===== src/rtl/sdac_pkg.sv =====
package sdac_pkg;

    localparam int unsigned WORD_W = 16;
    localparam int unsigned SYNC_N = 2;

    // bit 1: latch enable active, bit 0: shift enable active
    typedef enum logic [1:0] {
        OP_IDLE  = 2'b00,
        OP_SHIFT = 2'b01,
        OP_LOAD  = 2'b10,
        OP_THRU  = 2'b11
    } op_e;

    typedef struct packed {
        logic sclk;
        logic sdi;
        logic shift_n;
        logic load_n;
    } pins_t;

    localparam pins_t PINS_IDLE = '{sclk: 1'b1, sdi: 1'b0, shift_n: 1'b1, load_n: 1'b1};

    function automatic op_e decode_op(input logic shift_n, input logic load_n);
        op_e res;
        case ({~load_n, ~shift_n})
            2'b01:   res = OP_SHIFT;
            2'b10:   res = OP_LOAD;
            2'b11:   res = OP_THRU;
            default: res = OP_IDLE;
        endcase
        return res;
    endfunction

endpackage


===== src/rtl/sdac_pin_sync.sv =====
module sdac_pin_sync
    import sdac_pkg::*;
#(
    parameter int unsigned STAGES = SYNC_N
) (
    input  logic  clk,
    input  logic  rst,
    input  pins_t pins_i,
    output pins_t pins_o,
    output logic  rise_o
);
    pins_t [STAGES-1:0] stage_q;
    logic               sclk_prev_q;

    if (STAGES == 1) begin : g_one
        always_ff @(posedge clk) begin
            if (rst) stage_q <= {STAGES{PINS_IDLE}};
            else     stage_q <= pins_i;
        end
    end else begin : g_chain
        always_ff @(posedge clk) begin
            if (rst) stage_q <= {STAGES{PINS_IDLE}};
            else     stage_q <= {stage_q[STAGES-2:0], pins_i};
        end
    end

    always_ff @(posedge clk) begin
        if (rst) sclk_prev_q <= 1'b1;
        else     sclk_prev_q <= stage_q[STAGES-1].sclk;
    end

    assign pins_o = stage_q[STAGES-1];
    assign rise_o = stage_q[STAGES-1].sclk & ~sclk_prev_q;
endmodule


===== src/rtl/sdac_clear_ctl.sv =====
module sdac_clear_ctl (
    input  logic clk,
    input  logic rst,
    input  logic clr_n_i,
    output logic hold_o
);
    logic [1:0] hold_q;

    always_ff @(posedge clk or negedge clr_n_i) begin
        if (!clr_n_i)  hold_q <= 2'b11;
        else if (rst)  hold_q <= 2'b00;
        else           hold_q <= {hold_q[0], 1'b0};
    end

    assign hold_o = hold_q[1];
endmodule


===== src/rtl/sdac_shift_reg.sv =====
module sdac_shift_reg #(
    parameter int unsigned W = 16
) (
    input  logic         clk,
    input  logic         rst,
    input  logic         clr_n_i,
    input  logic         hold_i,
    input  logic         step_i,
    input  logic         sdi_i,
    output logic [W-1:0] sreg_o,
    output logic [W-1:0] next_o,
    output logic         sdo_o
);
    logic [W-1:0] sreg_q;

    assign next_o = {sreg_q[W-2:0], sdi_i};

    always_ff @(posedge clk or negedge clr_n_i) begin
        if (!clr_n_i)             sreg_q <= '0;
        else if (rst || hold_i)   sreg_q <= '0;
        else if (step_i)          sreg_q <= next_o;
    end

    assign sreg_o = sreg_q;
    assign sdo_o  = sreg_q[W-1];
endmodule


===== src/rtl/sdac_out_latch.sv =====
module sdac_out_latch
    import sdac_pkg::*;
#(
    parameter int unsigned W = 16
) (
    input  logic         clk,
    input  logic         rst,
    input  logic         clr_n_i,
    input  logic         hold_i,
    input  logic         rise_i,
    input  op_e          op_i,
    input  logic [W-1:0] sreg_i,
    input  logic [W-1:0] next_i,
    output logic [W-1:0] word_o
);
    logic [W-1:0] word_q;

    always_ff @(posedge clk or negedge clr_n_i) begin
        if (!clr_n_i)            word_q <= '0;
        else if (rst || hold_i)  word_q <= '0;
        else if (rise_i) begin
            case (op_i)
                OP_LOAD: word_q <= sreg_i;
                OP_THRU: word_q <= next_i;
                default: word_q <= word_q;
            endcase
        end
    end

    assign word_o = word_q;
endmodule


===== src/rtl/sdac_front.sv =====
module sdac_front
    import sdac_pkg::*;
#(
    parameter int unsigned WIDTH       = WORD_W,
    parameter int unsigned SYNC_STAGES = SYNC_N
) (
    input  logic             clk,
    input  logic             rst,
    input  logic             sclk_i,
    input  logic             sdi_i,
    input  logic             shift_en_n_i,
    input  logic             load_en_n_i,
    input  logic             clr_n_i,
    output logic             sdo_o,
    output logic [WIDTH-1:0] dac_word_o
);
    pins_t            pins_raw;
    pins_t            pins_s;
    logic             sclk_rise;
    logic             clr_hold;
    logic             sdi_s;
    op_e              op;
    logic             shift_step;
    logic [WIDTH-1:0] sreg;
    logic [WIDTH-1:0] sreg_next;

    assign pins_raw = '{sclk: sclk_i, sdi: sdi_i, shift_n: shift_en_n_i, load_n: load_en_n_i};

    sdac_pin_sync #(.STAGES(SYNC_STAGES)) u_sync (
        .clk    (clk),
        .rst    (rst),
        .pins_i (pins_raw),
        .pins_o (pins_s),
        .rise_o (sclk_rise)
    );

    sdac_clear_ctl u_clr (
        .clk     (clk),
        .rst     (rst),
        .clr_n_i (clr_n_i),
        .hold_o  (clr_hold)
    );

    assign sdi_s      = pins_s.sdi;
    assign op         = decode_op(pins_s.shift_n, pins_s.load_n);
    assign shift_step = sclk_rise && (op == OP_SHIFT || op == OP_THRU);

    sdac_shift_reg #(.W(WIDTH)) u_sreg (
        .clk     (clk),
        .rst     (rst),
        .clr_n_i (clr_n_i),
        .hold_i  (clr_hold),
        .step_i  (shift_step),
        .sdi_i   (sdi_s),
        .sreg_o  (sreg),
        .next_o  (sreg_next),
        .sdo_o   (sdo_o)
    );

    sdac_out_latch #(.W(WIDTH)) u_latch (
        .clk     (clk),
        .rst     (rst),
        .clr_n_i (clr_n_i),
        .hold_i  (clr_hold),
        .rise_i  (sclk_rise),
        .op_i    (op),
        .sreg_i  (sreg),
        .next_i  (sreg_next),
        .word_o  (dac_word_o)
    );
endmodule


===== config.mk =====
export PLATFORM = sky130hd
export DESIGN_NAME = sdac_front
export DESIGN_NICKNAME = d
export VERILOG_FILES = /design/src/rtl/sdac_pkg.sv /design/src/rtl/sdac_pin_sync.sv /design/src/rtl/sdac_clear_ctl.sv /design/src/rtl/sdac_shift_reg.sv /design/src/rtl/sdac_out_latch.sv /design/src/rtl/sdac_front.sv
export SDC_FILE = /design/constraint.sdc
export NUM_CORES = 1
export LEC_CHECK = 0
export ABC_CLOCK_PERIOD_IN_PS = 1400
export BUFFER_PORTS_ARGS = -buffer_cell sky130_fd_sc_hd__buf_2
export CORE_AREA = 3 3 65 67
export DETAILED_ROUTE_END_ITERATION = 16
export DIE_AREA = 0 0 68 70
export GPL_TIMING_DRIVEN = 0
export PLACE_DENSITY = 0.73
export SLEW_MARGIN = 20
export SYNTH_ARGS = -nofsm -noshare
export SYNTH_HDL_FRONTEND = slang
export SYNTH_SLANG_ARGS = --single-unit

===== constraint.sdc =====
create_clock -name clk -period 1.4 [get_ports clk]
set_clock_uncertainty 0.15 [all_clocks]
set_input_delay 0.21 -clock clk [delete_from_list [all_inputs] [get_ports clk]]
set_output_delay 0.21 -clock clk [all_outputs]
set_load 0.05 [all_outputs]

Word level (Yosys, flattened, before mapping)
Index checks and enable logic that the tools add are counted.
- register bits after elaboration: 43
- input port bits: 7
- output and inout bits: 17
- logic and storage cells: 36
- equal/unequal tests: 6
- muxes and demuxes: 7
- bitwise gates (word level): 4
- reduce and logical (&&, ||, !) cells: 7
- operators by type and width (cell ; number):
    $mux 16 ; 4
    $pmux 16 s2 ; 1
    $eq 2x2->1 const B ; 4
    $pmux 2 s3 ; 1
    $eq 2x1->1 const B ; 2
    $reduce_bool 2->1 ; 2
    $not 1->1 ; 3
    $reduce_bool 3->1 ; 1
    $logic_or 1x1->1 ; 2
    $mux 2 ; 1
    $reduce_and 2->1 ; 1
    $and 1x1->1 ; 1
    $logic_and 1x1->1 ; 1

Longest topological paths before layout
- word-level depth: 8
- mapped depth: 6
- gate-level depth less buffers: 3

Modules after synthesis
Synthesis repeated with hierarchy kept, for this count alone.
- cells, all modules: 155
- area total of the unflattened synthesis: 1920.6 um^2
- by module, submodules not included (module ; instances ; cells each ; area an instance (um^2) ; seq. area each (um^2)):
    sdac_shift_reg ; 1 ; 70 ; 789.5 ; 400.4
    sdac_out_latch ; 1 ; 55 ; 774.5 ; 400.4
    sdac_pin_sync ; 1 ; 23 ; 272.8 ; 180.2
    sdac_clear_ctl ; 1 ; 4 ; 70.1 ; 52.6
    sdac_front ; 1 ; 3 ; 13.8 ; 0.0

Least setup slack after synthesis
Ideal clock, no wire load.
- kind: flip-flop to flip-flop
- from: reg u_clr.hold_q[1]
- to: reg u_latch.word_q[15], in the netlist u_latch.word_o[15]
- library setup time: 0.075 ns
- arrival: 1.197 ns
- required time: 1.175 ns
- path slack: -0.022 ns
- stages on the path, launching flop included: 6
- buffers on the path: 2
- clock period less this slack: 1.422 ns
- cell sequence: dfstp_2 or2_1 buf_6 nor2_2 buf_6 o2bb2ai_2
- cells in the longest elaborated chain, start to end: 3
- elaborated cells on any way between the ends: 5
- classes of those cells: mux (1); reduce/logical (4)
- RTL lines (item ; line ; source):
    start, declared ; sdac_clear_ctl.sv:7 ; logic [1:0] hold_q;
    start signal, assigned ; sdac_clear_ctl.sv:12 ; else hold_q <= {hold_q[0], 1'b0};
    $logic_or 1x1->1 * ; sdac_out_latch.sv:20 ; else if (rst || hold_i) word_q <= '0;
    $reduce_bool 3->1 (no line) / $reduce_bool 2->1 (equally long branches) ; n/a ;
    $reduce_and 2->1 (no line) ; n/a ;
    end signal, assigned ; sdac_out_latch.sv:23 ; OP_LOAD: word_q <= sreg_i;
    end signal, assigned ; sdac_out_latch.sv:24 ; OP_THRU: word_q <= next_i;
    end signal, assigned ; sdac_out_latch.sv:25 ; default: word_q <= word_q;
    end, declared ; sdac_out_latch.sv:16 ; logic [W-1:0] word_q;
Every way passes the cells marked *; elsewhere a longest branch is shown, timed or not.
A chain may end at the register's enable or synchronous reset.

Final worst setup path
- from: reg u_clr.hold_q[1]
- to: reg u_latch.word_q[12], in the netlist u_latch.word_o[12]
The elaborated chain is that of the path after synthesis.

==> reports/metrics.yaml <==
run_status: "complete, no violations"
finalCritPeriodShare_pct: 100
dieArea_mm2: 0.00476
die_h_um: 70
coreArea_mm2: 0.00369
io_pins: 24
path_class: "reg2reg"
diodes: 0
first_global_vias: 1322
power_density_mw_per_mm2: 912
antenna_found_initial: 0
p_leak_nw: 0.987
worstHoldStart: "rst"
r2r_start: "u_clr.hold_q[1]"
timing.final.max_slew_violations: 0
ys.flop_type: "dfrtp_1"
clk_latency_ps: 300
rr_worst_depth: 5
cts_max_level: 2
period_needed_ps: 1400
dp_hpwl_um: 2170
synth.area.top_cells: "dfrtp_1 44%, dfxtp_1 9.9%, mux2i_1 8.8%"
grt_overflow_total: 0
worstMarginPinSlew_ps: 761
initial_core_util_pct: 49.4
setup_slack_ps: 0.669
drc: 0
gp_congestion: 0.765
synth_area_mm2: 0.00182
synthTopCellsByCount: "32 x dfrtp_1, 32 x nand2_1, 16 x a21oi_1, 16 x mux2i_1, 10 x o2bb2ai_2"
yosys.area.top_type: "dfrtp_1"
viasPerCell: 5.09
die_w_um: 68
synth_nets: 158
vdd_drop_max_uv: 714
clock_sinks: 43
final_nets: 202
slew_headroom_pct: 49.2
cp_slowest_cell: "dfstp_2"
ant_nets: 0
routed-via-count: 1243
detail_route.first_pass.iterations: 4
critPathMaxFanout: 4
hold_violations: 0
dp_slack_ps: -111
routedWlPerCell_um: 15.1
end_kind: "register"
synth_top_area_share_pct: 44.0
cts_tree: "done"
worstPathArrival_ps: 1470
synth_area_per_cell_um2: 12.1
finalSetupViolCount: 0
async_flop_share_pct: 79.1
cp_slowest_stage_delay_ps: 360
rsz0062_at_grt: "true"
ys_types: 23
cts_buffer_depth: 2
ys_ff_latch: 43
startpoint: "u_clr.hold_q[1]"
area_growth_pct: 29.9
critPathLaunchType: "register"
fin_hold_ws_ps: 206
crit_family: "simple AND/OR/NAND/NOR gates"
nFillCells: 276
rows: 22
numCtsBuffers: 5
root_buffer: "clkbuf_8"
grt_use_total_pct: 16.9
worst-path-buf-inv: 2
drive_above_1_share_pct: 42.3
cp_num_cells: 5
required_ps: 1470
synth-edff-count: 0
yosys_warnings: 0
grt_max_degree: 35
cap_violations: 0
syn_inst: 151
hold_path_depth: 3
hold_class: "in2reg"
port_buffers: 23
crit_chain: "or2_4 > buf_12 > nor2_4 > buf_6 > o2bb2ai_2"
drtIter0Drc: 38
fmax_ghz: 0.715
clk_pin_slew_ps: 70
grt_pass1_wl_um: 6040
drt_wl_total_um: 3690
ys_seq_area_share_pct: 56.7
==> routing by layer <==
layer	GRT usage [%]	routed length (um)	up-vias
li1	-	-	604
met1	20.6	1590	603
met2	27.8	1900	29
met3	4.18	133	7
met4	7.06	65	0
met5	0	0	-
==> logic make-up after synthesis <==
family / count (synthesis) / share of synthesized area (%)
simple gates: 49 / 13.9
flops: 43 / 56.7
compound gates: 32 / 15.5
mux: 16 / 8.79
buf+inv: 10 / 4.81
other cells: 1 / 0.206
==> path summary, 6_finish.rpt <==
path / endpoint / slack, ps
min in group asynchronous: u_latch.word_o[6] / 360
setup reg to reg: u_latch.word_o[12] / 0.7
hold / removal: u_sync.stage_q[2] / 210
max in group asynchronous: u_latch.word_o[13] / 250
setup / recovery: u_latch.word_o[12] / 0.7
hold reg to reg: u_sync.pins_o[3] / 260
==> per-stage QoR <==
| stage | power, W | cells | cell area [um2] | utilization, % | setup TNS, ps |
|---|---|---|---|---|---|
| 2_1_floorplan | 0.00134 | 151 | 1830 | - | 0 |
| 3_3_place_gp | 0.00137 | 222 | 2000 | 54.3 | -986 |
| 3_5_place_dp | 0.00137 | 222 | 2000 | 54.3 | -1620 |
| 4_1_cts | 0.00217 | 243 | 2300 | 62.5 | -105 |
| 5_1_grt | 0.00224 | 244 | 2370 | 64.1 | -633 |
| 6_report | 0.00216 | 244 | 2370 | 64.1 | 0 |
==> flip-flops by register name, summed over array words and instances, names as in the netlist <==
signal	cells
u_clr.hold_q	2
u_sync.sclk_prev_q	1
u_sync.stage_q	4
u_sreg.sreg_o	16
u_sync.pins_o	4
u_latch.word_o	16
==> tightest hold or removal path: cells and delay by family <==
kind	cells	cell delay, ps
buffers and inverters	2	270
and+or+nand+nor	1	130
==> cell usage in the layout, fill, tap and decap left out, types with 2 or more instances in the layout <==
| cell type | n |
|---|---|
| dfxtp_4 | 2 |
| buf_6 | 4 |
| a21oi_1 | 16 |
| nor2_4 | 2 |
| clkbuf_8 | 6 |
| mux2i_1 | 16 |
| buf_12 | 3 |
| buf_2 | 23 |
| buf_4 | 6 |
| nand2_1 | 32 |
| dfrtp_1 | 32 |
| nor3b_4 | 2 |
| dlygate4sd3_1 | 5 |
| clkbuf_1 | 2 |
| o2bb2ai_2 | 15 |
| dfstp_2 | 2 |
| dfxtp_1 | 6 |
| nor2b_1 | 3 |
| or2_2 | 7 |
==> where the power goes <==
part	switching [W]	internal (W)	leakage [nW]	total (W)
sequential	0.00000838	0.00125	0.542	0.00126
combinational	0.0000686	0.0000669	0.403	0.000136
clock	0.000414	0.000348	0.0412	0.000762
total	0.000491	0.00167	0.987	0.00216
==> repair_timing <==
| action | 4_1_cts | 5_1_grt |
|---|---|---|
| gates resized for setup | 17 | 9 |
| endpoints found under the setup margin | 21 | 32 |
| pin swaps | 3 | 0 |
| cloned | 1 | 1 |
| endpoints found under the hold margin | 36 | 0 |
| setup buffers | 8 | 2 |
| hold buffers | 5 | 0 |
==> area by class of cell <==
type / instances / area, um2 / share of cell area, %
plain buffers: 7 / 76.3 / 3.23
clock buffers: 6 / 72.6 / 3.07
clock inverters: 2 / 12.5 / 0.529
multi-input cells: 98 / 773 / 32.7
flip-flops and latches: 43 / 1040 / 44.1
well taps: 48 / 60.1 / 2.54
repair buffers: 40 / 329 / 13.9
Note: power is estimated with default switching activity, not from simulation.
